<file path="src/rtl/iobr_pkg.sv">
package iobr_pkg;

  localparam logic [1:0] SZ_BYTE = 2'd0;
  localparam logic [1:0] SZ_HALF = 2'd1;

  typedef enum logic [1:0] {
    ST_IDLE = 2'd0,
    ST_BUSY = 2'd1,
    ST_DONE = 2'd2
  } bridgeStateT;

  // strobes from the sequencer to the datapath
  typedef struct packed {
    logic capture;   // latch host request fields
    logic takeRead;  // latch corrected port read data
    logic zeroRead;  // clear read result (missed read)
  } ctrlStrobeT;

  // mask to access size, then reverse the active bytes when swap is set
  function automatic logic [31:0] laneFix(input logic [31:0] d,
                                          input logic [1:0]  sz,
                                          input logic        swap);
    logic [31:0] masked;
    logic [31:0] res;
    int          nBytes;
    nBytes = (sz == SZ_BYTE) ? 1 : ((sz == SZ_HALF) ? 2 : 4);
    masked = '0;
    res    = '0;
    for (int i = 0; i < 4; i++) begin
      if (i < nBytes) masked[i*8 +: 8] = d[i*8 +: 8];
    end
    for (int i = 0; i < 4; i++) begin
      if (i < nBytes) begin
        if (swap) res[i*8 +: 8] = masked[(nBytes-1-i)*8 +: 8];
        else      res[i*8 +: 8] = masked[i*8 +: 8];
      end
    end
    return res;
  endfunction

endpackage

</file>
<file path="src/rtl/io_bridge_ctrl.sv">
module io_bridge_ctrl
  import iobr_pkg::*;
(
  input  logic       clk,
  input  logic       rstN,
  input  logic       hostRd,
  input  logic       hostWr,
  input  logic       inWindow,
  input  logic       portAck,
  output ctrlStrobeT strobes,
  output logic       portRd,
  output logic       portWr,
  output logic       hostReady,
  output logic       hostErr
);

  bridgeStateT stateQ, stateD;
  logic        isWriteQ;
  logic        errQ;
  logic        request;

  assign request = hostRd | hostWr;

  always_comb begin
    stateD           = stateQ;
    strobes.capture  = 1'b0;
    strobes.takeRead = 1'b0;
    strobes.zeroRead = 1'b0;
    unique case (stateQ)
      ST_IDLE: begin
        if (request) begin
          strobes.capture  = 1'b1;
          strobes.zeroRead = !inWindow && !hostWr;
          stateD           = inWindow ? ST_BUSY : ST_DONE;
        end
      end
      ST_BUSY: begin
        if (portAck) begin
          strobes.takeRead = !isWriteQ;
          stateD           = ST_DONE;
        end
      end
      ST_DONE: stateD = ST_IDLE;
      default: stateD = ST_IDLE;
    endcase
  end

  always_ff @(posedge clk) begin
    if (!rstN) begin
      stateQ   <= ST_IDLE;
      isWriteQ <= 1'b0;
      errQ     <= 1'b0;
    end else begin
      stateQ <= stateD;
      if (stateQ == ST_IDLE && request) begin
        isWriteQ <= hostWr;
        errQ     <= !inWindow && !hostWr;
      end
    end
  end

  assign portRd    = (stateQ == ST_BUSY) && !isWriteQ;
  assign portWr    = (stateQ == ST_BUSY) && isWriteQ;
  assign hostReady = (stateQ == ST_DONE);
  assign hostErr   = (stateQ == ST_DONE) && errQ;

  // acknowledge during a port access completes the host access next cycle
  a_r6_ready_after_ack: assert property (@(posedge clk) disable iff (!rstN)
    ((portRd || portWr) && portAck) |=> hostReady);

  // ready is a single-cycle pulse
  a_r6_ready_one_cycle: assert property (@(posedge clk) disable iff (!rstN)
    hostReady |=> !hostReady);

  // strobe held until acknowledged
  a_r6_strobe_held: assert property (@(posedge clk) disable iff (!rstN)
    ((portRd || portWr) && !portAck) |=> (portRd || portWr));

  // error only alongside completion
  a_r8_err_with_ready: assert property (@(posedge clk) disable iff (!rstN)
    hostErr |-> hostReady);

  // never both port strobes
  a_r1_one_strobe: assert property (@(posedge clk) disable iff (!rstN)
    !(portRd && portWr));

endmodule

</file>
<file path="src/rtl/io_bridge_datapath.sv">
module io_bridge_datapath
  import iobr_pkg::*;
#(
  parameter int          ADDR_W   = 32,
  parameter int          PORT_AW  = 16,
  parameter int          DATA_W   = 32,
  parameter logic [31:0] WIN_BASE = 32'h1400_0000
) (
  input  logic              clk,
  input  logic              rstN,
  input  logic              bigEndian,
  input  logic [ADDR_W-1:0] hostAddr,
  input  logic [DATA_W-1:0] hostWdata,
  input  logic [1:0]        hostSize,
  input  logic [DATA_W-1:0] portRdata,
  input  ctrlStrobeT        strobes,
  output logic              inWindow,
  output logic [PORT_AW-1:0] portAddr,
  output logic [1:0]        portSize,
  output logic [DATA_W-1:0] portWdata,
  output logic [DATA_W-1:0] hostRdata
);

  localparam int TAG_W = ADDR_W - PORT_AW;
  localparam logic [TAG_W-1:0] WIN_TAG = WIN_BASE[ADDR_W-1:PORT_AW];

  logic [PORT_AW-1:0] addrQ;
  logic [1:0]         sizeQ;
  logic [DATA_W-1:0]  wdataQ;
  logic [DATA_W-1:0]  rdataQ;

  assign inWindow = (hostAddr[ADDR_W-1:PORT_AW] == WIN_TAG);

  always_ff @(posedge clk) begin
    if (!rstN) begin
      addrQ  <= '0;
      sizeQ  <= '0;
      wdataQ <= '0;
      rdataQ <= '0;
    end else begin
      if (strobes.capture) begin
        addrQ  <= hostAddr[PORT_AW-1:0];
        sizeQ  <= hostSize;
        wdataQ <= laneFix(hostWdata, hostSize, bigEndian);
      end
      if (strobes.zeroRead)      rdataQ <= '0;
      else if (strobes.takeRead) rdataQ <= laneFix(portRdata, sizeQ, bigEndian);
    end
  end

  assign portAddr  = addrQ;
  assign portSize  = sizeQ;
  assign portWdata = wdataQ;
  assign hostRdata = rdataQ;

  // a byte read result never carries bits above the low byte
  a_r5_zero_extend: assert property (@(posedge clk) disable iff (!rstN)
    (strobes.takeRead && sizeQ == SZ_BYTE) |=> (hostRdata[DATA_W-1:8] == '0));

  // a missed read leaves zero on the read bus
  a_r8_zero_read: assert property (@(posedge clk) disable iff (!rstN)
    strobes.zeroRead |=> (hostRdata == '0));

endmodule

</file>
<file path="src/rtl/legacy_io_bridge.sv">
module legacy_io_bridge
  import iobr_pkg::*;
#(
  parameter logic [31:0] WIN_BASE = 32'h1400_0000
) (
  input  logic        clk,
  input  logic        rstN,
  input  logic        bigEndian,
  input  logic [31:0] hostAddr,
  input  logic [31:0] hostWdata,
  input  logic [1:0]  hostSize,
  input  logic        hostRd,
  input  logic        hostWr,
  output logic [31:0] hostRdata,
  output logic        hostReady,
  output logic        hostErr,
  output logic [15:0] portAddr,
  output logic [1:0]  portSize,
  output logic [31:0] portWdata,
  input  logic [31:0] portRdata,
  output logic        portRd,
  output logic        portWr,
  input  logic        portAck
);

  ctrlStrobeT strobes;
  logic       inWindow;

  io_bridge_ctrl u_ctrl (
    .clk       (clk),
    .rstN      (rstN),
    .hostRd    (hostRd),
    .hostWr    (hostWr),
    .inWindow  (inWindow),
    .portAck   (portAck),
    .strobes   (strobes),
    .portRd    (portRd),
    .portWr    (portWr),
    .hostReady (hostReady),
    .hostErr   (hostErr)
  );

  io_bridge_datapath #(
    .ADDR_W   (32),
    .PORT_AW  (16),
    .DATA_W   (32),
    .WIN_BASE (WIN_BASE)
  ) u_dp (
    .clk       (clk),
    .rstN      (rstN),
    .bigEndian (bigEndian),
    .hostAddr  (hostAddr),
    .hostWdata (hostWdata),
    .hostSize  (hostSize),
    .portRdata (portRdata),
    .strobes   (strobes),
    .inWindow  (inWindow),
    .portAddr  (portAddr),
    .portSize  (portSize),
    .portWdata (portWdata),
    .hostRdata (hostRdata)
  );

  // port fields stay stable while waiting for the acknowledge
  a_r2_fields_stable: assert property (@(posedge clk) disable iff (!rstN)
    ((portRd || portWr) && !portAck) |=>
      ($stable(portAddr) && $stable(portSize) && $stable(portWdata)));

endmodule

</file>
<file path="config.mk">
export PLATFORM = sky130hd
export DESIGN_NAME = legacy_io_bridge
export DESIGN_NICKNAME = d
export VERILOG_FILES = /design/src/rtl/iobr_pkg.sv /design/src/rtl/io_bridge_ctrl.sv /design/src/rtl/io_bridge_datapath.sv /design/src/rtl/legacy_io_bridge.sv
export SDC_FILE = /design/constraint.sdc
export NUM_CORES = 1
export LEC_CHECK = 0
export CAP_MARGIN = 5
export CELL_PAD_IN_SITES_DETAIL_PLACEMENT = 1
export CELL_PAD_IN_SITES_GLOBAL_PLACEMENT = 1
export CORE_MARGIN = 3
export CORE_UTILIZATION = 30
export DETAILED_ROUTE_END_ITERATION = 12
export GPL_TIMING_DRIVEN = 0
export PLACE_DENSITY_LB_ADDON = 0.1
export SLEW_MARGIN = 5
export SYNTH_ARGS = -nofsm -noshare
export SYNTH_HDL_FRONTEND = slang
export SYNTH_SLANG_ARGS = --single-unit
</file>
<file path="constraint.sdc">
create_clock -name clk -period 1.7 [get_ports clk]
set_input_delay 0.34 -clock clk [delete_from_list [all_inputs] [get_ports clk]]
set_output_delay 0.34 -clock clk [all_outputs]
set_load 0.005 [all_outputs]
</file>
==> results of run 1 <==
-- area by class of cell --
type,instances,area [µm²]
fill,1595,6780
multi-input combinational,362,2360
timing repair buffer,188,1870
sequential,86,1730
buffer,46,265
clock buffer,11,243
tap,176,220
clock inverter,5,82.6
inverter,2,7.51
-- final timing paths --
path	start	endpoint	depth (start not counted)
max	hostWr	u_dp.portWdata[3]	5
min reg2reg	u_dp.hostRdata[4]	u_dp.hostRdata[4]	2
max reg2reg	u_ctrl.stateQ[1]	u_dp.portWdata[3]	5
min	u_dp.hostRdata[4]	u_dp.hostRdata[4]	2
-- metal layers --
layer | vias to the layer above | share of wire (%)
met2 | 162 | 47
met5 | - | 0
met3 | 20 | 6.5
met4 | 0 | 1.9
li1 | 2219 | -
met1 | 2267 | 45
-- critical path: cells and delay by family --
family	cells	cell delay [ps]
buffers and inverters	2	870
AO/OA/AOI/OAI	2	550
AND/OR/NAND/NOR	1	100
-- sequential cells by signal, summed over array words and instances, names as in the netlist --
name and cells:
u_dp.portSize 2, u_ctrl.errQ 1, u_dp.portWdata 32, u_dp.portAddr 16
u_dp.hostRdata 32, u_ctrl.isWriteQ 1, u_ctrl.stateQ 2
-- power by group through the flow --
stage               Combinational (W)  Sequential, W  Clock (W)
global route                  0.00120        0.00217    0.00230
CTS                           0.00109        0.00216    0.00222
finish                        0.00111        0.00216    0.00215
floorplan                    0.000447        0.00220          0
detailed placement            0.00108        0.00220          0
global placement              0.00106        0.00220          0
-- kinds of logic after synthesis --
group / Yosys count
flops: 86
compound gates: 162
mux: 32
simple gates: 168
buf+inv: 49
-- metrics by stage --
step	cells	TNS, ps	utilization, %
after global routing	876	-10.4	50.0
after detailed placement	859	-28470	46.7
final	876	0	50.0
after CTS	874	-78.1	49.3
after global placement	859	-24960	46.7
after floorplan	497	0	-
-- cell usage after synthesis (3+ instances only) --
cell | count | area share [%]
a211o_1 | 16 | 3.3
a21boi_0 | 17 | 3.0
a21oi_1 | 33 | 3.9
a221oi_1 | 16 | 3.3
a22o_1 | 8 | 1.6
a22oi_1 | 17 | 3.0
a32o_1 | 8 | 1.9
and2_1 | 3 | 0.44
buf_2 | 20 | 2.4
buf_4 | 6 | 1.1
buf_6 | 3 | 0.79
clkbuf_1 | 17 | 1.5
dfxtp_1 | 86 | 40
mux2_2 | 16 | 4.2
mux2i_1 | 16 | 3.8
nand2_1 | 72 | 6.4
nand3_1 | 16 | 1.9
nor2_1 | 28 | 2.5
nor2b_1 | 19 | 2.8
nor3_1 | 16 | 1.9
o21ai_0 | 16 | 1.9
o22ai_1 | 24 | 3.5
-- repair_timing --
action | CTS | global route
setup endpoints to repair | 53 | 60
setup buffers | 0 | 2
pin swaps | 1 | 1
gates resized for setup | 18 | 24
==> results_dict.tcl, run 1 <==
set metrics [dict create \
    ff2ff_setup_slack_ps 100 \
    cp_max_fo 10 \
    firstDrtPassIters 5 \
    nets 799 \
    gr-usage-met3_pct 5.93 \
    synth_area_per_cell_um2 8.55 \
    diodes 0 \
    ctsRootBufferMaster "clkbuf_16" \
    fin_area_mm2 0.00678 \
    first_global_vias 4856 \
    grt_max_degree 15 \
    ctsHoldBuffers 0 \
    path_cells "clkdlybuf4s50_1, o21ai_2, clkbuf_2, a221oi_1, nor2_1" \
    ys.flop_type "dfxtp_1" \
    antenna_found_initial 0 \
    static-leakage-power_nw 2.44 \
    synth_compound_area_share_pct 26.7 \
    seqPwrFrac_pct 39.8 \
    mostFrequentLayoutCell "clkdlybuf4s50_1" \
    synth-edff-count 0 \
    coreArea_mm2 0.0136 \
    wirelength_um 17800 \
    startpoint_type "input pin" \
    status "completed" \
    start_util_pct 31.4 \
    slowest_delay_ps 600 \
    postPlaceCellArea_mm2 0.00633 \
    swShare_pct 25.8 \
    place.gp.congestion 0.982 \
    grt_usage_pct 22.5 \
    wl_per_cell_um 20.4 \
    overflow 0 \
    drive_above_1_share_pct 12.4 \
    finalHoldViolCount 0 \
    synth_nets 601 \
    numPortBuffers 186 \
    grt_pass1_wl_um 28000 \
    synthArstFlopShare_pct 0 \
    end_kind "flop" \
    setup_violations 0 \
    cp.arrival_ps 1870 \
    max-slew-margin-rel_pct 59.4 \
    synthesis.area_mm2 0.00425 \
    slew_violations 0 \
    hold_path_class "reg2reg" \
    fmax_mhz 606 \
    power_w 0.00542 \
    top_usage_layer "met2" \
    finalClockSkew_ps 4.38 \
    critPathSlowestCell "clkdlybuf4s50_1" \
    setup_ws_ps 48.5 \
    drv_cap 0 \
    yosysUniqueCellTypes 42 \
    dieArea_mm2 0.0156 \
    synth.area.mux_share_pct 8.00 \
    syn_to_final_growth_pct 59.4 \
    num_vias 4668 \
    synth_fa_ha_area_share_pct 0 \
    cts_inserted_buffers 9 \
    synth-simple-area-share_pct 18.8 \
    p_int_w 0.00402 \
    crit_type "in2reg" \
    hpwl_um 14000 \
    rows 42 \
    combPwrFrac_pct 20.5 \
    clkTransAtPathRegs_ps 60 \
    antenna_left 0 \
    cp.required_ps 1920 \
    ys_ff_latch 86 \
    switching_power_w 0.00140 \
    clockBufferDepth 2 \
    die_x_um 125 \
    syn_inst 497 \
    remaining_drc_errors 0 \
    yosys.area_share.xor_xnor_pct 0 \
    met1_usage_pct 29.5 \
    synth_top_family_by_area "compound AO/OA/AOI/OAI gates" \
    period_share_pct 97.1 \
    ys_seq_area_share_pct 40.5 \
    powerDensity_mw_per_mm2 799 \
    post-route-min-period_ps 1650 \
    drt-vias-per-instance 5.33 \
    pin_count 190 \
    cts_tree "built" \
    place_ws_ps -593 \
    die_h_um 125 \
    cts_sinks 86 \
    holdWs_ps 454 \
    vdd_drop_max_v 0.000603 \
    layout_common_cells "clkdlybuf4s50_1 (182), dfxtp_1 (84), nand2_1 (71)" \
    worstSkewPairLatency_ps 340 \
    worst_pin_slew_ps 609 \
    power_frac_clock_pct 39.7 \
    drtIter0Drc 281 \
    htreeDepth 3 \
    gr-usage-met2_pct 36.7 \
    yosysWarnings 0 \
]
No activity file was read; power rests on OpenSTA's default activity.
==> run 2, diff against run 1 <==
--- a/config.mk
+++ b/config.mk
@@ -5,11 +5,12 @@
 export SDC_FILE = /design/constraint.sdc
 export NUM_CORES = 1
 export LEC_CHECK = 0
+export ABC_AREA = 1
 export CAP_MARGIN = 5
 export CELL_PAD_IN_SITES_DETAIL_PLACEMENT = 1
 export CELL_PAD_IN_SITES_GLOBAL_PLACEMENT = 1
 export CORE_MARGIN = 3
-export CORE_UTILIZATION = 30
+export CORE_UTILIZATION = 29
 export DETAILED_ROUTE_END_ITERATION = 12
 export GPL_TIMING_DRIVEN = 0
 export PLACE_DENSITY_LB_ADDON = 0.1
==> run 2 against run 1 <==
Against the previous run: sequential share of layout area shrank 0.80 points; final cell count grew 26%; core utilization shrank 3.1 points; worst hold slack gained 13 ps; total power is essentially flat; global-route usage grew 0.64 points; final area grew 2.8%; via count grew 19%; flip-flop and latch count is the same; synthesized area grew 6.1%; critical path depth grew 2; register-to-register slack gained 50 ps.
==> results_dict.tcl, run 2 <==
set metrics [dict create \
    slowest_delay_ps 540 \
    end_kind "flop" \
    synth-edff-count 0 \
    syn_to_final_growth_pct 54.5 \
    power_w 0.00542 \
    firstDrtPassIters 4 \
    grt_usage_pct 23.1 \
    hold_depth 2 \
    finalClockSkew_ps 11.7 \
    min_delay_worst_endpoint "u_dp.portWdata[10]" \
    nets 1015 \
    synth_top_area_share_pct 38.2 \
    status "completed" \
    num_vias 5537 \
    final_util_pct 46.9 \
    wirelength_um 19800 \
    slew_violations 0 \
    numPortBuffers 188 \
    ctsHoldBuffers 0 \
    startpoint_type "input pin" \
    cts_inserted_buffers 9 \
    cts_tree "built" \
    ff2ff_setup_slack_ps 150 \
    hold_path_class "reg2reg" \
    drtIter0Drc 319 \
    post-route-min-period_ps 1640 \
    drt-vias-per-instance 5.03 \
    multiInputGateArea_mm2 0.00241 \
    first_global_vias 5876 \
    htreeDepth 3 \
    pin_count 190 \
    setup_violations 0 \
    wl_per_cell_um 18.0 \
    finalHoldViolCount 0 \
    worst_pin_slew_ps 539 \
    path_cells "clkdlybuf4s50_1, inv_2, clkbuf_2, o21ai_0, nor2_1, a21oi_1, nor2_1" \
    drive_above_1_share_pct 8.09 \
    mostFrequentLayoutCell "clkdlybuf4s50_1" \
    yosysUniqueCellTypes 21 \
    max-slew-margin-rel_pct 64.1 \
    ctsRootBufferMaster "clkbuf_16" \
    rows 44 \
    yosysWarnings 0 \
    r2r_cells 9 \
    top_usage_layer "met2" \
    fmax_mhz 611 \
    synth_area_leader_cell "dfxtp_1" \
    swShare_pct 28.9 \
    regArea_mm2 0.00172 \
    reg2reg_to "u_dp.portWdata[14]" \
    cp_max_fo 10 \
    setup_ws_ps 63.6 \
    p_int_w 0.00385 \
    overflow 0 \
    place.gp.congestion 0.886 \
    gr-usage-met2_pct 41.0 \
    cts_sinks 86 \
    cp.required_ps 1920 \
    die_h_um 131 \
    combPwrFrac_pct 22.7 \
    hpwl_um 15400 \
    fin_tns_setup_ps 0 \
    synthArstFlopShare_pct 0 \
    cp.arrival_ps 1860 \
    met1_usage_pct 27.8 \
    r2r_start "u_ctrl.stateQ[0]" \
    synth_nets 812 \
    antenna_found_initial 1 \
    static-leakage-power_nw 2.89 \
    place_ws_ps -498 \
    start_util_pct 30.3 \
    clkTransAtPathRegs_ps 70 \
    clockBufferDepth 2 \
    syn_inst 708 \
    powerDensity_mw_per_mm2 777 \
    fill_cells 1920 \
    period_share_pct 96.3 \
    vdd_drop_max_v 0.000482 \
    antenna_left 0 \
    die_x_um 131 \
    worstSkewPairLatency_ps 350 \
    synth_area_per_cell_um2 6.37 \
    ys_top_cells_by_area "dfxtp_1 (38%), nand2_1 (14%), nor2_1 (11%), nand3_1 (7.3%), o21ai_0 (7.2%)" \
    min-delay-start "u_dp.portWdata[10]" \
    switching_power_w 0.00156 \
    synth_commonest_cells "nand2_1 (174), nor2_1 (137), dfxtp_1 (86)" \
    drv_cap 0 \
    gr-usage-met3_pct 3.46 \
    cpMostUsedCell "nor2_1" \
    remaining_drc_errors 0 \
    dieArea_mm2 0.0171 \
    ys_seq_area_share_pct 38.2 \
    layout_common_cells "clkdlybuf4s50_1 (183), nand2_1 (174), nor2_1 (136)" \
    seqPwrFrac_pct 40.1 \
    critPathSlowestCell "clkdlybuf4s50_1" \
    coreArea_mm2 0.0149 \
    power_frac_clock_pct 37.2 \
    grt_pass1_wl_um 30500 \
    crit_type "in2reg" \
    ys.flop_type "dfxtp_1" \
    ys_ff_latch 86 \
    grt_max_degree 15 \
    synthesis.area_mm2 0.00451 \
    yosysMostFrequentCell "nand2_1" \
]
[run 2: cell count changes in the layout (fill, tap and decap cells not counted), moves of 16 or more]
cell,delta
inv_1,+29
o22ai_1,-24
nand2_1,+103
mux2_2,-16
nand3_1,+50
a211o_1,-16
a21oi_1,+20
o21ai_0,+47
nor2b_1,-18
a22oi_1,-17
nor2_1,+109
mux2i_1,-16
[run 2: layout make-up]
cell class              count  area share, %
clock inverters             5          0.862
plain buffers              45           3.48
flip-flops and latches     86           24.7
repair buffers            192           27.6
well taps                 184           3.30
multi-input cells         537           34.6
diodes                      1         0.0359
inverters                  40           2.15
clock buffers              10           3.29
[run 2: kinds of logic after synthesis]
kind of cell	Yosys count	synth area share [%]
buffers and inverters	85	8.54
DFF	86	38.2
AOI/OAI and AO/OA	151	18.5
and+or+nand+nor	386	34.8
[run 2: worst max-delay path by stage]
| stage | startpoint | to | slack, ps | depth (start not counted) |
|---|---|---|---|---|
| after floorplan | hostSize[1] | u_dp.portWdata[0] | 480 | 6 |
| after global placement | hostSize[0] | u_dp.portWdata[4] | -350 | 6 |
| after detailed placement | bigEndian | u_dp.hostRdata[11] | -500 | 8 |
| after CTS | u_ctrl.stateQ[0] | u_dp.hostRdata[31] | 7 | 10 |
| after global routing | bigEndian | u_dp.portWdata[20] | -3 | 8 |
| final | bigEndian | u_dp.portWdata[19] | 60 | 7 |
[run 2: power groups by stage]
stage / Combinational, W / Sequential, W / Clock, W
2_1_floorplan: 0.000501 / 0.00222 / 0
3_3_place_gp: 0.00118 / 0.00221 / 0
3_5_place_dp: 0.00121 / 0.00222 / 0
4_1_cts: 0.00122 / 0.00217 / 0.00206
5_1_grt: 0.00135 / 0.00218 / 0.00214
6_report: 0.00123 / 0.00217 / 0.00201
[run 2: metal layers]
| metal | wire length (µm) | vias to the layer above |
|---|---|---|
| met1 | 8330 | 2648 |
| met3 | 962 | 26 |
| met5 | 0 | - |
| met2 | 9990 | 174 |
| met4 | 493 | 0 |
| li1 | - | 2689 |
[run 2: repair_timing]
action	in CTS	in global routing
buffers inserted	2	2
endpoints found under the setup margin	23	57
gates resized for setup	8	11
pin swaps	1	1
[run 2: worst max-delay path: cells and delay by family]
kind	cells	cell delay [ps]
buf+inv	3	890
simple gates	2	150
compound gates	2	480
[run 2: stage by stage]
step	instances	cell area [µm²]	hold slack [ps]
after floorplan	708	4510	440
after global placement	1080	6620	456
after detailed placement	1080	6620	460
after CTS	1097	6930	470
after global routing	1100	6970	484
final	1100	6970	467
